--- src/rtl/csel_pkg.sv ---
package csel_pkg;
  localparam int CSEL_AW   = 32;
  localparam int CSEL_FCW  = 3;
  localparam int CSEL_SZW  = 6;
  localparam int CSEL_MIN_LOG2 = 8;

  // field positions inside the configuration words
  localparam int BASE_FC_LSB = 5;
  localparam int BASE_WP_BIT = 1;
  localparam int BASE_EN_BIT = 0;
  localparam int MASK_DC_LSB = 8;

  typedef struct packed {
    logic [CSEL_AW-1:0]  start;
    logic [CSEL_FCW-1:0] fc;
    logic [CSEL_FCW-1:0] fc_dc;
    logic [CSEL_SZW-1:0] size_log2;
    logic                wp;
    logic                en;
  } win_cfg_t;
endpackage

--- src/rtl/csel_regs.sv ---
module csel_regs
  import csel_pkg::*;
#(
  parameter int NUM_WIN = 8,
  localparam int RA_W = $clog2(NUM_WIN) + 1
) (
  input  logic               clk,
  input  logic               rst_n,
  input  logic               we,
  input  logic [RA_W-1:0]    waddr,
  input  logic [CSEL_AW-1:0] wdata,
  output win_cfg_t           cfg [NUM_WIN]
);
  logic unused_wdata;
  assign unused_wdata = ^{wdata[CSEL_AW-1:MASK_DC_LSB+CSEL_FCW], wdata[MASK_DC_LSB-1:CSEL_SZW]};

  for (genvar w = 0; w < NUM_WIN; w++) begin : g_win
    logic sel;
    assign sel = we && (waddr[RA_W-1:1] == w[RA_W-2:0]);

    always_ff @(posedge clk or negedge rst_n) begin
      if (!rst_n) begin
        cfg[w] <= '0;
      end else if (sel) begin
        if (!waddr[0]) begin
          cfg[w].start <= {wdata[CSEL_AW-1:CSEL_MIN_LOG2], {CSEL_MIN_LOG2{1'b0}}};
          cfg[w].fc    <= wdata[BASE_FC_LSB +: CSEL_FCW];
          cfg[w].wp    <= wdata[BASE_WP_BIT];
          cfg[w].en    <= wdata[BASE_EN_BIT];
        end else begin
          cfg[w].size_log2 <= wdata[CSEL_SZW-1:0];
          cfg[w].fc_dc     <= wdata[MASK_DC_LSB +: CSEL_FCW];
        end
      end
    end
  end
endmodule

--- src/rtl/csel_win_match.sv ---
module csel_win_match
  import csel_pkg::*;
(
  input  win_cfg_t            cfg,
  input  logic [CSEL_AW-1:0]  addr,
  input  logic [CSEL_FCW-1:0] fc,
  input  logic                is_write,
  input  logic                force_hit,
  input  logic                blocked,
  output logic                hit
);
  logic [CSEL_SZW-1:0] n_eff;
  logic                addr_ok;
  logic                fc_ok;
  logic                unused_low;

  assign unused_low = ^{addr[CSEL_MIN_LOG2-1:0], cfg.start[CSEL_MIN_LOG2-1:0]};

  always_comb begin
    if (cfg.size_log2 < CSEL_SZW'(CSEL_MIN_LOG2))
      n_eff = CSEL_SZW'(CSEL_MIN_LOG2);
    else if (cfg.size_log2 > CSEL_SZW'(CSEL_AW))
      n_eff = CSEL_SZW'(CSEL_AW);
    else
      n_eff = cfg.size_log2;
  end

  always_comb begin
    addr_ok = 1'b1;
    for (int b = CSEL_MIN_LOG2; b < CSEL_AW; b++) begin
      if (CSEL_SZW'(b) >= n_eff && addr[b] != cfg.start[b]) addr_ok = 1'b0;
    end
  end

  assign fc_ok = &((fc ~^ cfg.fc) | cfg.fc_dc);
  assign hit   = force_hit ||
                 (!blocked && cfg.en && addr_ok && fc_ok && !(cfg.wp && is_write));
endmodule

--- src/rtl/csel_prio.sv ---
module csel_prio #(
  parameter int N = 8,
  localparam int IW = $clog2(N)
) (
  input  logic [N-1:0]  req,
  output logic [N-1:0]  grant,
  output logic [IW-1:0] idx,
  output logic          any
);
  always_comb begin
    grant = '0;
    idx   = '0;
    for (int i = N - 1; i >= 0; i--) begin
      if (req[i]) begin
        grant    = '0;
        grant[i] = 1'b1;
        idx      = IW'(i);
      end
    end
  end
  assign any = |req;
endmodule

--- src/rtl/csel_decoder.sv ---
module csel_decoder
  import csel_pkg::*;
#(
  parameter int NUM_WIN = 8,
  localparam int RA_W  = $clog2(NUM_WIN) + 1,
  localparam int IDX_W = $clog2(NUM_WIN)
) (
  input  logic                clk,
  input  logic                rst_n,
  input  logic                reg_we,
  input  logic [RA_W-1:0]     reg_addr,
  input  logic [CSEL_AW-1:0]  reg_wdata,
  input  logic [CSEL_AW-1:0]  addr,
  input  logic [CSEL_FCW-1:0] fc,
  input  logic                rd_wr_n,
  input  logic                as_n,
  output logic [NUM_WIN-1:0]  cs_n,
  output logic                hit_any,
  output logic [IDX_W-1:0]    hit_idx
);
  win_cfg_t            cfg [NUM_WIN];
  logic [NUM_WIN-1:0]  win_hit;
  logic [NUM_WIN-1:0]  grant;
  logic [IDX_W-1:0]    pidx;
  logic                pany;
  logic                global_mode;
  logic                strobe;

  csel_regs #(.NUM_WIN(NUM_WIN)) u_regs (
    .clk(clk), .rst_n(rst_n), .we(reg_we), .waddr(reg_addr),
    .wdata(reg_wdata), .cfg(cfg)
  );

  assign global_mode = !cfg[0].en;
  assign strobe      = !as_n;

  for (genvar w = 0; w < NUM_WIN; w++) begin : g_match
    csel_win_match u_match (
      .cfg(cfg[w]), .addr(addr), .fc(fc), .is_write(!rd_wr_n),
      .force_hit((w == 0) && global_mode),
      .blocked((w != 0) && global_mode),
      .hit(win_hit[w])
    );
  end

  csel_prio #(.N(NUM_WIN)) u_prio (
    .req(win_hit), .grant(grant), .idx(pidx), .any(pany)
  );

  assign cs_n    = ~(grant & {NUM_WIN{strobe}});
  assign hit_any = pany && strobe;
  assign hit_idx = strobe ? pidx : '0;
endmodule


--- config.mk ---
export PLATFORM = sky130hd
export DESIGN_NAME = csel_decoder
export DESIGN_NICKNAME = d
export VERILOG_FILES = /design/src/rtl/csel_pkg.sv /design/src/rtl/csel_regs.sv /design/src/rtl/csel_win_match.sv /design/src/rtl/csel_prio.sv /design/src/rtl/csel_decoder.sv
export SDC_FILE = /design/constraint.sdc
export NUM_CORES = 1
export LEC_CHECK = 0
export BUFFER_PORTS_ARGS = -buffer_cell sky130_fd_sc_hd__buf_2
export CORE_MARGIN = 1
export CORE_UTILIZATION = 25
export CTS_CLUSTER_SIZE = 30
export DETAILED_ROUTE_END_ITERATION = 12
export GPL_TIMING_DRIVEN = 0
export RECOVER_POWER = 50
export SKIP_LAST_GASP = 1
export SYNTH_ARGS = -nofsm -noshare
export SYNTH_HDL_FRONTEND = slang
export SYNTH_HIERARCHICAL = 1
export SYNTH_SLANG_ARGS = --single-unit
--- constraint.sdc ---
create_clock -name clk -period 4.1 [get_ports clk]
set_clock_uncertainty 0.15 [all_clocks]
set_input_delay 0.41 -clock clk [delete_from_list [all_inputs] [get_ports clk]]
set_output_delay 0.41 -clock clk [all_outputs]
set_load 0.05 [all_outputs]
# ---- Word-level counts from Yosys, hierarchy flattened
# Index checks and enable logic that the tools add are counted.
dict set report totals {
  ff_bits 304
  word_cells 977
}
dict set report classes {
  order_cmp 208
  n_eq_ne 199
  mux 225
  bitwise_logic 19
  reduce_logical 278
}
# cell count
set ops {}
lappend ops {{5-bit by 6-bit greater-or-equal comparator with 1-bit output, first input constant} 128}
lappend ops {{4-bit by 6-bit greater-or-equal comparator with 1-bit output, first input constant} 64}
lappend ops {{1-bit logical AND} 240}
lappend ops {{1-bit two-way mux} 192}
lappend ops {{1-bit != test} 192}
lappend ops {{6-bit two-way mux} 16}
lappend ops {{8-bit two-way mux} 8}
lappend ops {{6-bit greater-than comparator, second input constant} 8}
lappend ops {{6-bit by 4-bit < comparator with 1-bit output, second input constant} 8}
lappend ops {{2-bit AND reduction} 16}
lappend ops {{3-bit two-way mux} 9}
lappend ops {{3-bit bitwise OR} 8}
lappend ops {{3-bit AND reduction} 8}
lappend ops {{3-bit bitwise XNOR} 8}
lappend ops {{3-bit == test, second input constant} 4}
lappend ops {{1-bit zero test} 11}
lappend ops {{8-bit AND} 1}
lappend ops {{8-bit inverter} 1}
lappend ops {{8-bit OR reduction} 1}
lappend ops {{3-bit by 2-bit == test with 1-bit output, second input constant} 2}
lappend ops {{3-bit by 1-bit == test with 1-bit output, second input constant} 1}
lappend ops {{3-bit zero test} 1}
lappend ops {{1-bit logical OR} 1}
lappend ops {{1-bit inverter} 1}

# ---- Depth between registers and ports, before layout
# Gate-level depths: netlist of the first run.
dict set report depth {
  depth_word 42
  depth_mapped 10
}

# ---- By module
# Netlist of the first run, hierarchy kept.
# mod instances cells_each area_per_inst_um2
set modules_own_cells {}
lappend modules_own_cells {csel_regs 1 734 11908.9}
lappend modules_own_cells {csel_win_match 8 91 694.4}
lappend modules_own_cells {csel_decoder 1 16 160.2}
lappend modules_own_cells {csel_prio 1 24 143.9}

# ---- Worst setup path before layout of the first run
# Ideal clock, no wire load.
dict set report synth_path {
  path_kind {register to output}
  from {register u_regs/cfg[283] (netlist name)}
  to {output port hit_idx[0]}
  t_arrival_ns 2.623
  setup_slack_ns 0.917
  path_stages_with_launch 10
  cell_sequence {dfrtp_1 > buf_6 > and4b_1 > nor2_1 > nor4_2 > a311oi_1 > a311oi_2 > nor2b_1 > o21bai_1 > nor2b_1}
}
dict set report synth_via {
  elab_chain_len 35
  word_cells_on_any_way 82
}
# element line
set synth_rtl {}
lappend synth_rtl {{6-bit greater-than comparator} csel_win_match.sv:22} ;# else if (cfg.size_log2 > CSEL_SZW'(CSEL_AW))
lappend synth_rtl {{6-bit two-way mux} csel_win_match.sv:22}
lappend synth_rtl {{6-bit two-way mux *} csel_win_match.sv:20} ;# if (cfg.size_log2 < CSEL_SZW'(CSEL_MIN_LOG2))
lappend synth_rtl {{4-bit by 6-bit greater-or-equal comparator with 1-bit output} csel_win_match.sv:31} ;# if (CSEL_SZW'(b) >= n_eff && addr[b] != cfg.start[b]) addr_ok = 1'b0;
lappend synth_rtl {{1-bit logical AND} csel_win_match.sv:31}
lappend synth_rtl {{1-bit two-way mux (23 in series)} csel_win_match.sv:31}
lappend synth_rtl {{1-bit two-way mux *} csel_win_match.sv:31}
lappend synth_rtl {{1-bit logical AND * (3 in series)} csel_win_match.sv:37} ;# (!blocked && cfg.en && addr_ok && fc_ok && !(cfg.wp && is_write));
lappend synth_rtl {{via win_hit[1]} csel_decoder.sv:22} ;# logic [NUM_WIN-1:0] win_hit;
lappend synth_rtl {{3-bit two-way mux * (2 in series)} csel_prio.sv:14} ;# if (req[i]) begin
lappend synth_rtl {{via pidx[0]} csel_decoder.sv:24} ;# logic [IDX_W-1:0] pidx;
lappend synth_rtl {{3-bit two-way mux *} csel_decoder.sv:52} ;# assign hit_idx = strobe ? pidx : '0;
lappend synth_rtl {{to (decl)} csel_decoder.sv:19} ;# output logic [IDX_W-1:0] hit_idx
# Mark *: on every way through the listed nets, which the timed path passes. The rest lies on a longest branch.

# ---- Final worst setup path of the first run
dict set report layout_path {
  from {register u_regs/cfg[322] (netlist name)}
  to {output port cs_n[6]}
}
dict set report layout_via {
  word_cells_on_any_way 38
}
# element line
set layout_rtl {}
lappend layout_rtl {{1-bit zero test} csel_decoder.sv:34} ;# assign global_mode = !cfg[0].en;
lappend layout_rtl {{via global_mode} csel_decoder.sv:26} ;# logic global_mode;
lappend layout_rtl {{1-bit logical OR} csel_win_match.sv:36} ;# assign hit = force_hit ||
lappend layout_rtl {{8-bit two-way mux} csel_prio.sv:14}
lappend layout_rtl {{via grant[6]} csel_decoder.sv:23} ;# logic [NUM_WIN-1:0] grant;
lappend layout_rtl {{8-bit AND} csel_decoder.sv:50} ;# assign cs_n = ~(grant & {NUM_WIN{strobe}});
lappend layout_rtl {{8-bit inverter} csel_decoder.sv:50}
lappend layout_rtl {{to (decl)} csel_decoder.sv:17} ;# output logic [NUM_WIN-1:0] cs_n,
# The timed path passes the listed nets, and every way through them passes these cells.

==> metrics.csv, run 1 <==
stage,metric,value,unit
cts,"Reg clk slew, reported paths",60,ps
layout,fin cells,2489,
critical_path,top fanout value on the critical path,8,
sta,setup violators final,0,
cts,Clock Path Buffers,3,
critical_path,startpoint types,flip-flop,
run,max-cap viol count,1,
placed_design,Placed Area,18900,um^2
global_routing,vias in the first global route,12400,
floorplan,Die Wd,265,um
placed_design,port bufs,76,
layout,"commonest non-fill, non-tap cell in the layout",dfrtp_1,
layout,layout cell share with drive strength beyond 1,35.5,%
logic_synthesis,Synth Warn #,6,
route,DRC viols,0,
critical_path,cells along the critical path,clkinvlp_4 > inv_1 > o2111ai_2 > nor4b_2 > a41oi_2 > a311oi_4 > buf_4 > nor2_2 > and3_1 > and2_1 > nand2b_4 > clkbuf_4,
floorplan,core area,68500,um^2
floorplan,Die ar.,70200,um^2
floorplan,row count,96,
layout,most frequent cells in the layout,"dfrtp_1 (304), mux2_2 (291), xnor2_1 (159), buf_2 (77), nor2_1 (58)",
cts,worst skew pair latency,530,ps
global_routing,aggregate global routing overflow,0,
global_routing,antenna violations before repair,11,
floorplan,starting density of the core,25.2,%
logic_synthesis,Mean Syn Cell Area,12.0,um^2
route,drt via density,4.96,
route,TritonRoute pass-1 iters,5,
outcome,status,"complete, but fails checks",
cts,clock sink count,304,
sta,post-layout min period,3950,ps
route,Total Routed Length,54.5,mm
global_routing,global-route wire length before repair,82.2,mm
critical_path,critical path arrival,3390,ps
global_routing,largest net degree at the start of global routing,108,
layout,FF/Latch Area,7610,um^2
power_and_ir_drop,Seq pwr share,39.3,%
cts,number of H-tree levels,2,
floorplan,height of the chip,265,um
critical_path,CP Data Required Time,3540,ps
power_and_ir_drop,Worst IR Drop VDD,253,uV
layout,biggest regs,u_regs/cfg: 304 flops,
cts,TritonCTS Buffers,36,
critical_path,cell family with most CP delay,simple AND/OR/NAND/NOR gates,
route,WL/cell,21.9,um
critical_path,Setup CP Type,reg2out,
layout,cell area after layout,20200,um^2
placed_design,GPL Wtd Cong,0.933,
sta,worst slew pin tran,2590,ps
logic_synthesis,"Cell Area, Synth",17300,um^2
logic_synthesis,Mapped Cells,1437,
critical_path,WP buf/inv,4,
layout,fillcell total,7051,
power_and_ir_drop,pwr dens,532,nW/um^2
worst_hold_path,Hold Path Class,in2reg,
route,final antenna-violating net count,0,
sta,RSZ-0062 raised after global routing,true,
critical_path,slowest cell delay on critical path,470,ps
placed_design,Placed Cells,2418,
layout,area growth from synthesis to layout,16.8,%
sta,Slew Limit Headroom,-72.8,%
route,initial DRC count,981,
placed_design,DP Wirelength,40.7,mm
layout,max FFs per register,304,
power_and_ir_drop,Clk pwr share,28.9,%
power_and_ir_drop,sw frac,33.6,%
sta,Pins Over Slew Limit,99,
floorplan,I/O pin cnt,88,
layout,nets,1659,
critical_path,"Slowest-stage cell, CP",nor4b_2,
outcome,failing checks,"max-capacitance violations, max-slew violations",
sta,fmax,0.253,GHz
power_and_ir_drop,combinational share of power,31.8,%
power_and_ir_drop,Net Sw Power,3.60,mW
global_routing,Total GRT Usage,15.7,%
sta,final cycle utilization of the critical path,96.3,%
layout,area of the multi-input gates,9120,um^2
power_and_ir_drop,Pint,7.13,mW
sta,final hold violations,0,
route,Vias,12300,
power_and_ir_drop,LEAKAGE,8.05,nW
cts,TritonCTS clock tree,done,
critical_path,CP endpoint kind,primary output,
cts,root buf cell,clkbuf_16,
layout,Biggest register,u_regs/cfg,
[routing by layer]
layer / global-route usage [%] / share of wire [%] / wire (um) / vias up
met5: 0 / 0.22 / 119 / -
met4: 5.12 / 3.0 / 1610 / 20
met3: 3.58 / 7.0 / 3790 / 112
met2: 22.9 / 43 / 23300 / 422
met1: 22.6 / 47 / 25700 / 6265
li1: - / - / - / 5525
[final cells by class]
type	count	area share, %
Clock buffer	49	4.96
Inverter	27	0.521
Sequential cell	304	37.7
Buffer	84	3.01
Clock inverter	12	0.589
Tap cell	882	5.47
Multi-Input combinational cell	1043	45.2
Antenna cell	1	0.0124
Timing Repair Buffer	87	2.58
[path summary, 6_finish.rpt]
check	from	to	slack [ps]	cells after the start
max	u_regs/cfg[322]	cs_n[6]	150	12
min	reg_wdata[10]	u_regs/cfg[148]	110	2
max reg2reg	u_regs/cfg[144]	u_regs/cfg[144]	3070	1
min reg2reg	u_regs/cfg[47]	u_regs/cfg[47]	350	1
max in group asynchronous	rst_n	u_regs/cfg[359]	820	4
min in group asynchronous	rst_n	u_regs/cfg[43]	1060	2
[timing repair]
item | CTS | global route
endpoints found under the setup margin | 5 | 10
endpoints found under the hold margin | 98 | 0
gates resized for setup | 7 | 18
hold buffers | 1 | 0
buffers inserted | 0 | 8
pin swaps | 0 | 7
[power by group through the flow]
stage	Clock, mW	Combinational, mW	Sequential (mW)
CTS	3.19	3.31	4.22
floorplan	0	2.39	4.13
global route	3.30	3.68	4.32
finish	3.10	3.41	4.22
global placement	0	3.20	4.22
detailed placement	0	3.27	4.27
[per-stage QoR]
| stage | setup TNS (ps) | hold slack (ps) | total power [mW] | util [%] | setup WS (ps) |
|---|---|---|---|---|---|
| floorplan | 0 | -35.6 | 6.52 | - | 917 |
| global placement | -971080 | 337 | 7.42 | 27.5 | -3250 |
| detailed placement | 0 | 344 | 7.54 | 27.6 | 276 |
| CTS | -5.41 | 94.4 | 10.7 | 29.4 | -5.41 |
| global route | -26.4 | 101 | 11.3 | 29.5 | -18.0 |
| finish | 0 | 113 | 10.7 | 29.5 | 153 |
Power figures use the tool's default switching activity.
==> inputs of run 2 (changes only) <==
--- a/config.mk
+++ b/config.mk
@@ -10,7 +10,6 @@
 export CORE_UTILIZATION = 25
 export CTS_CLUSTER_SIZE = 30
 export DETAILED_ROUTE_END_ITERATION = 12
-export GPL_TIMING_DRIVEN = 0
 export RECOVER_POWER = 50
 export SKIP_LAST_GASP = 1
 export SYNTH_ARGS = -nofsm -noshare
==> constraint.sdc (replaced) <==
create_clock -name clk -period 3.4 [get_ports clk]
set_clock_uncertainty 0.15 [all_clocks]
set_input_delay 0.34 -clock clk [delete_from_list [all_inputs] [get_ports clk]]
set_output_delay 0.34 -clock clk [all_outputs]
set_load 0.05 [all_outputs]
==> run 2 against run 1 <==
Compared with the run above: the flow finishes with violations (max-capacitance violations, max-slew violations, negative setup slack); flip-flop and latch count is the same; first-iteration DRC count grew 1.9%; wire length grew 3.7%; final area grew 7.3%; clock power grew 25%; power grew 28%; largest cell class unchanged.
==> metrics.csv, run 2 (synthesis results as in run 1) <==
stage,metric,value,unit
critical_path,top fanout value on the critical path,4,
critical_path,cells along the critical path,or4_4 > a211oi_4 > nor4b_4 > a41oi_2 > a311oi_2 > buf_4 > nor2_4 > and3_4 > and2_4 > nand2b_4 > buf_6,
global_routing,global-route wire length before repair,84.8,mm
power_and_ir_drop,Worst IR Drop VDD,350,uV
cts,root buf cell,clkbuf_16,
sta,Final WS setup,-201,ps
cts,number of H-tree levels,2,
layout,area growth from synthesis to layout,25.3,%
critical_path,CP endpoint kind,primary output,
critical_path,startpoint types,flip-flop,
layout,most frequent cells in the layout,"dfrtp_1 (294), mux2_2 (291), xnor2_1 (145), buf_4 (139), buf_2 (64)",
floorplan,core area,68500,um^2
sta,Hold WS,2.92,ps
layout,layout cell share with drive strength beyond 1,45.7,%
power_and_ir_drop,LEAKAGE,8.78,nW
floorplan,Die Wd,265,um
route,final antenna-violating net count,0,
sta,RSZ-0062 raised after global routing,true,
route,initial DRC count,1000,
cts,worst skew pair latency,540,ps
route,TritonRoute pass-1 iters,5,
global_routing,vias in the first global route,13100,
global_routing,Total GRT Usage,16.1,%
placed_design,port bufs,79,
placed_design,Placed Cells,2481,
route,Vias,12600,
sta,fmax,0.278,GHz
power_and_ir_drop,total power,13.7,mW
layout,FF/Latch Area,7620,um^2
cts,"Reg clk slew, reported paths",60,ps
floorplan,starting density of the core,25.2,%
sta,post-layout min period,3600,ps
layout,fillcell total,6921,
global_routing,antenna violations before repair,10,
floorplan,I/O pin cnt,88,
critical_path,slowest cell delay on critical path,580,ps
layout,area of the multi-input gates,9610,um^2
critical_path,CP Data Required Time,2910,ps
route,Total Routed Length,56.6,mm
cts,Clock Path Buffers,3,
critical_path,Setup CP Type,reg2out,
outcome,failing checks,"max-capacitance violations, max-slew violations, negative setup slack",
placed_design,DP Wirelength,40.4,mm
power_and_ir_drop,pwr dens,635,nW/um^2
sta,final hold violations,0,
layout,fin cells,2580,
placed_design,GPL Wtd Cong,0.919,
run,max-cap viol count,6,
worst_hold_path,Hold Path Class,in2reg,
layout,Finished Core Util,31.6,%
critical_path,WP buf/inv,2,
sta,Pins Over Slew Limit,235,
route,drt via density,4.90,
layout,max FFs per register,304,
layout,cell area after layout,21700,um^2
layout,biggest regs,u_regs/cfg: 304 flops,
placed_design,Placed Area,19500,um^2
floorplan,Die ar.,70200,um^2
layout,Biggest register,u_regs/cfg,
global_routing,largest net degree at the start of global routing,87,
cts,clock sink count,304,
route,DRC viols,0,
cts,TritonCTS clock tree,done,
sta,setup violators final,10,
outcome,status,"complete, but fails checks",
global_routing,aggregate global routing overflow,0,
sta,final cycle utilization of the critical path,106,%
route,WL/cell,21.9,um
sta,Slew Limit Headroom,-54.8,%
critical_path,cell family with most CP delay,simple AND/OR/NAND/NOR gates,
layout,nets,1746,
floorplan,row count,96,
floorplan,height of the chip,265,um
critical_path,"Slowest-stage cell, CP",or4_4,
layout,"commonest non-fill, non-tap cell in the layout",dfrtp_1,
critical_path,critical path arrival,3110,ps
sta,worst slew pin tran,2320,ps
cts,TritonCTS Buffers,37,
run 2: changes by cell type in the layout (fill, tap and decap cells not counted), sizes merged:
cell         delta
buf           +103
clkbuf         -19
dlygate4sd3     +7
clkinvlp        -3
clkinv          +2
inv             +2
bufinv          -1
run 2: final timing paths:
kind | start | endpoint | slack (ps) | depth (start not counted)
setup / recovery | u_regs/cfg[278] | cs_n[7] | -200 | 11
setup reg to reg | u_regs/cfg[189] | u_regs/cfg[189] | 2110 | 3
hold / removal | reg_wdata[23] | u_regs/cfg[175] | 3 | 2
min in group asynchronous | rst_n | u_regs/cfg[310] | 870 | 2
max in group asynchronous | rst_n | u_regs/cfg[309] | 390 | 3
hold reg to reg | u_regs/cfg[323] | u_regs/cfg[323] | 360 | 1
run 2: layout make-up:
class	count	area share (%)
Timing Repair Buffer	257	9.31
Inverter	27	0.468
Multi-Input combinational cell	1043	44.4
Tap cell	882	5.10
Antenna cell	1	0.0116
Clock buffer	54	5.03
Clock inverter	12	0.514
Sequential cell	304	35.2
run 2: routing by layer:
| metal | track usage, % | share of wire [%] | vias to the layer above |
|---|---|---|---|
| met5 | 0 | 0.16 | - |
| met4 | 5.28 | 3.3 | 14 |
| met2 | 25.7 | 46 | 368 |
| met3 | 3.30 | 6.0 | 99 |
| li1 | - | - | 5690 |
| met1 | 21.7 | 45 | 6476 |
run 2: through the flow:
stage                     TNS [ps]  worst slack (ps)
after floorplan                  0               287
after global placement       -37.2             -26.7
after detailed placement         0              8.05
after CTS                    -1300              -195
after global routing        -10750              -341
final                        -1440              -201
run 2: timing repair:
action                     in CTS  in global routing
resized for setup             126                 47
hold endpoints to repair      120                  0
hold buffers                    8                  0
buffers inserted               28                  2
setup endpoints to repair      12                 12
pin swaps                      45                 24
run 2: power breakdown:
group / switching (mW) / leakage [nW] / internal (mW)
combinational: 2.44 / 4.46 / 2.32
sequential: 0.649 / 3.72 / 4.47
clock: 1.57 / 0.600 / 2.31
==> inputs of run 3 (changes only) <==
--- a/config.mk
+++ b/config.mk
@@ -10,8 +10,10 @@
 export CORE_UTILIZATION = 25
 export CTS_CLUSTER_SIZE = 30
 export DETAILED_ROUTE_END_ITERATION = 12
+export HOLD_SLACK_MARGIN = 0.03
 export RECOVER_POWER = 50
 export SKIP_LAST_GASP = 1
+export SLEW_MARGIN = 20
 export SYNTH_ARGS = -nofsm -noshare
 export SYNTH_HDL_FRONTEND = slang
 export SYNTH_HIERARCHICAL = 1
==> run 3 against run 2 <==
Compared with the run above: the flow still finishes with violations (max-capacitance violations, max-slew violations, negative setup slack); combinational power about the same; non-clock buffer count up 3; sequential share of layout area hardly changed; register-to-register slack is essentially flat; via count about the same; clock-buffer cell count unchanged; critical endpoint unchanged; largest cell class unchanged; largest power group unchanged.
==> metrics.csv, run 3 (synthesis results as in run 1) <==
stage,metric,value,unit
critical_path,WP buf/inv,2,
layout,max FFs per register,304,
cts,number of H-tree levels,2,
sta,RSZ-0062 raised after global routing,true,
run,max-cap viol count,6,
outcome,status,"complete, but fails checks",
floorplan,I/O pin cnt,88,
power_and_ir_drop,pwr dens,634,nW/um^2
sta,setup violators final,11,
layout,biggest regs,u_regs/cfg: 304 flops,
power_and_ir_drop,Clk pwr share,28.1,%
cts,worst skew pair latency,540,ps
floorplan,starting density of the core,25.2,%
cts,"Reg clk slew, reported paths",60,ps
sta,Hold WS,43.7,ps
placed_design,Placed Cells,2481,
route,drt via density,4.90,
sta,Final WS setup,-202,ps
cts,root buf cell,clkbuf_16,
floorplan,height of the chip,265,um
cts,clock sink count,304,
global_routing,global-route wire length before repair,84.8,mm
floorplan,row count,96,
critical_path,Setup CP Type,reg2out,
placed_design,Placed Area,19500,um^2
route,initial DRC count,1024,
critical_path,cells along the critical path,or4_4 > a211oi_4 > nor4b_4 > a41oi_2 > a311oi_2 > buf_4 > nor2_4 > and3_4 > and2_4 > nand2b_4 > buf_6,
power_and_ir_drop,Worst IR Drop VDD,348,uV
power_and_ir_drop,sw frac,33.8,%
placed_design,port bufs,79,
layout,cell area after layout,21700,um^2
sta,Slew Limit Headroom,-55.0,%
route,WL/cell,21.9,um
layout,area of the multi-input gates,9610,um^2
critical_path,"Slowest-stage cell, CP",or4_4,
global_routing,largest net degree at the start of global routing,87,
global_routing,antenna violations before repair,9,
power_and_ir_drop,Seq pwr share,37.3,%
outcome,failing checks,"max-capacitance violations, max-slew violations, negative setup slack",
sta,fmax,0.278,GHz
critical_path,CP endpoint kind,primary output,
critical_path,slowest cell delay on critical path,580,ps
power_and_ir_drop,Net Sw Power,4.65,mW
layout,most frequent cells in the layout,"dfrtp_1 (294), mux2_2 (291), xnor2_1 (145), buf_4 (139), buf_2 (64)",
sta,final hold violations,0,
placed_design,GPL Wtd Cong,0.919,
global_routing,aggregate global routing overflow,0,
layout,area growth from synthesis to layout,25.4,%
layout,Biggest register,u_regs/cfg,
power_and_ir_drop,combinational share of power,34.6,%
critical_path,top fanout value on the critical path,4,
layout,fillcell total,6923,
global_routing,Total GRT Usage,16.1,%
floorplan,Die ar.,70200,um^2
layout,nets,1749,
route,final antenna-violating net count,0,
power_and_ir_drop,Pint,9.10,mW
route,Vias,12700,
sta,final cycle utilization of the critical path,106,%
layout,FF/Latch Area,7620,um^2
cts,TritonCTS Buffers,37,
sta,Pins Over Slew Limit,235,
route,TritonRoute pass-1 iters,5,
route,Total Routed Length,56.5,mm
critical_path,cell family with most CP delay,simple AND/OR/NAND/NOR gates,
floorplan,core area,68500,um^2
layout,"commonest non-fill, non-tap cell in the layout",dfrtp_1,
layout,fin cells,2582,
critical_path,critical path arrival,3110,ps
cts,TritonCTS clock tree,done,
worst_hold_path,Hold Path Class,in2reg,
critical_path,CP Data Required Time,2910,ps
power_and_ir_drop,LEAKAGE,8.79,nW
critical_path,startpoint types,flip-flop,
sta,worst slew pin tran,2330,ps
cts,Clock Path Buffers,3,
sta,post-layout min period,3600,ps
layout,layout cell share with drive strength beyond 1,45.6,%
layout,antenna fix cells,0,
route,DRC viols,0,
global_routing,vias in the first global route,13100,
floorplan,Die Wd,265,um
placed_design,DP Wirelength,40.4,mm
-- run 3: cell count changes in the layout (fill, tap and decap cells not counted), sizes merged --
cell,previous run,this run
diode,1,0
dlygate4sd3,8,11
-- run 3: power by group through the flow --
stage | sequential [mW] | combinational (mW) | clock [mW]
after floorplan | 4.98 | 2.89 | 0
after global placement | 5.09 | 4.13 | 0
after detailed placement | 5.15 | 4.21 | 0
after CTS | 5.10 | 4.63 | 3.97
after global routing | 5.23 | 5.09 | 4.11
final | 5.12 | 4.76 | 3.87
-- run 3: routing by layer --
layer / up-vias / part of all wire [%] / global-route usage (%) / wire length [um]
met4: 14 / 3.3 / 5.28 / 1840
li1: 5695 / - / - / -
met5: - / 0.15 / 0 / 82
met3: 97 / 5.9 / 3.23 / 3320
met1: 6476 / 45 / 21.8 / 25400
met2: 368 / 46 / 25.7 / 25800
-- run 3: per-stage QoR --
step / setup TNS [ps] / util [%] / setup WS [ps] / power, mW
floorplan: 0 / - / 287 / 7.86
finish: -1440 / 31.7 / -202 / 13.7
global route: -10750 / 31.7 / -341 / 14.4
detailed placement: 0 / 28.5 / 8.05 / 9.36
global placement: -37.2 / 28.5 / -26.7 / 9.21
CTS: -1300 / 31.5 / -195 / 13.7
-- run 3: area by class of cell --
class	count	share of cell area (%)
inverter	27	0.467
timing repair buffer	260	9.44
tap	882	5.09
multi-input combinational	1043	44.3
clock buffer	54	5.03
sequential	304	35.1
clock inverter	12	0.514
-- run 3: worst paths after layout --
check	start	end	slack (ps)	cells after the start
max	u_regs/cfg[278]	cs_n[7]	-200	11
min	reg_wdata[29]	u_regs/cfg[181]	40	2
max reg2reg	u_regs/cfg[189]	u_regs/cfg[189]	2100	3
min reg2reg	u_regs/cfg[231]	u_regs/cfg[231]	360	1
max in group asynchronous	rst_n	u_regs/cfg[259]	380	3
min in group asynchronous	rst_n	u_regs/cfg[310]	880	2
-- run 3: worst reg2reg max path: stages (launching register included) --
cell and delay, ps:
dfrtp_1 400, buf_4 160, buf_4 190, mux2_2 280
-- run 3: repair_timing --
item / CTS / global route
resized for setup: 126 / 47
hold buffers: 11 / 0
endpoints found under the hold margin: 157 / 0
pin swaps: 45 / 24
setup buffers: 28 / 2
endpoints found under the setup margin: 12 / 12
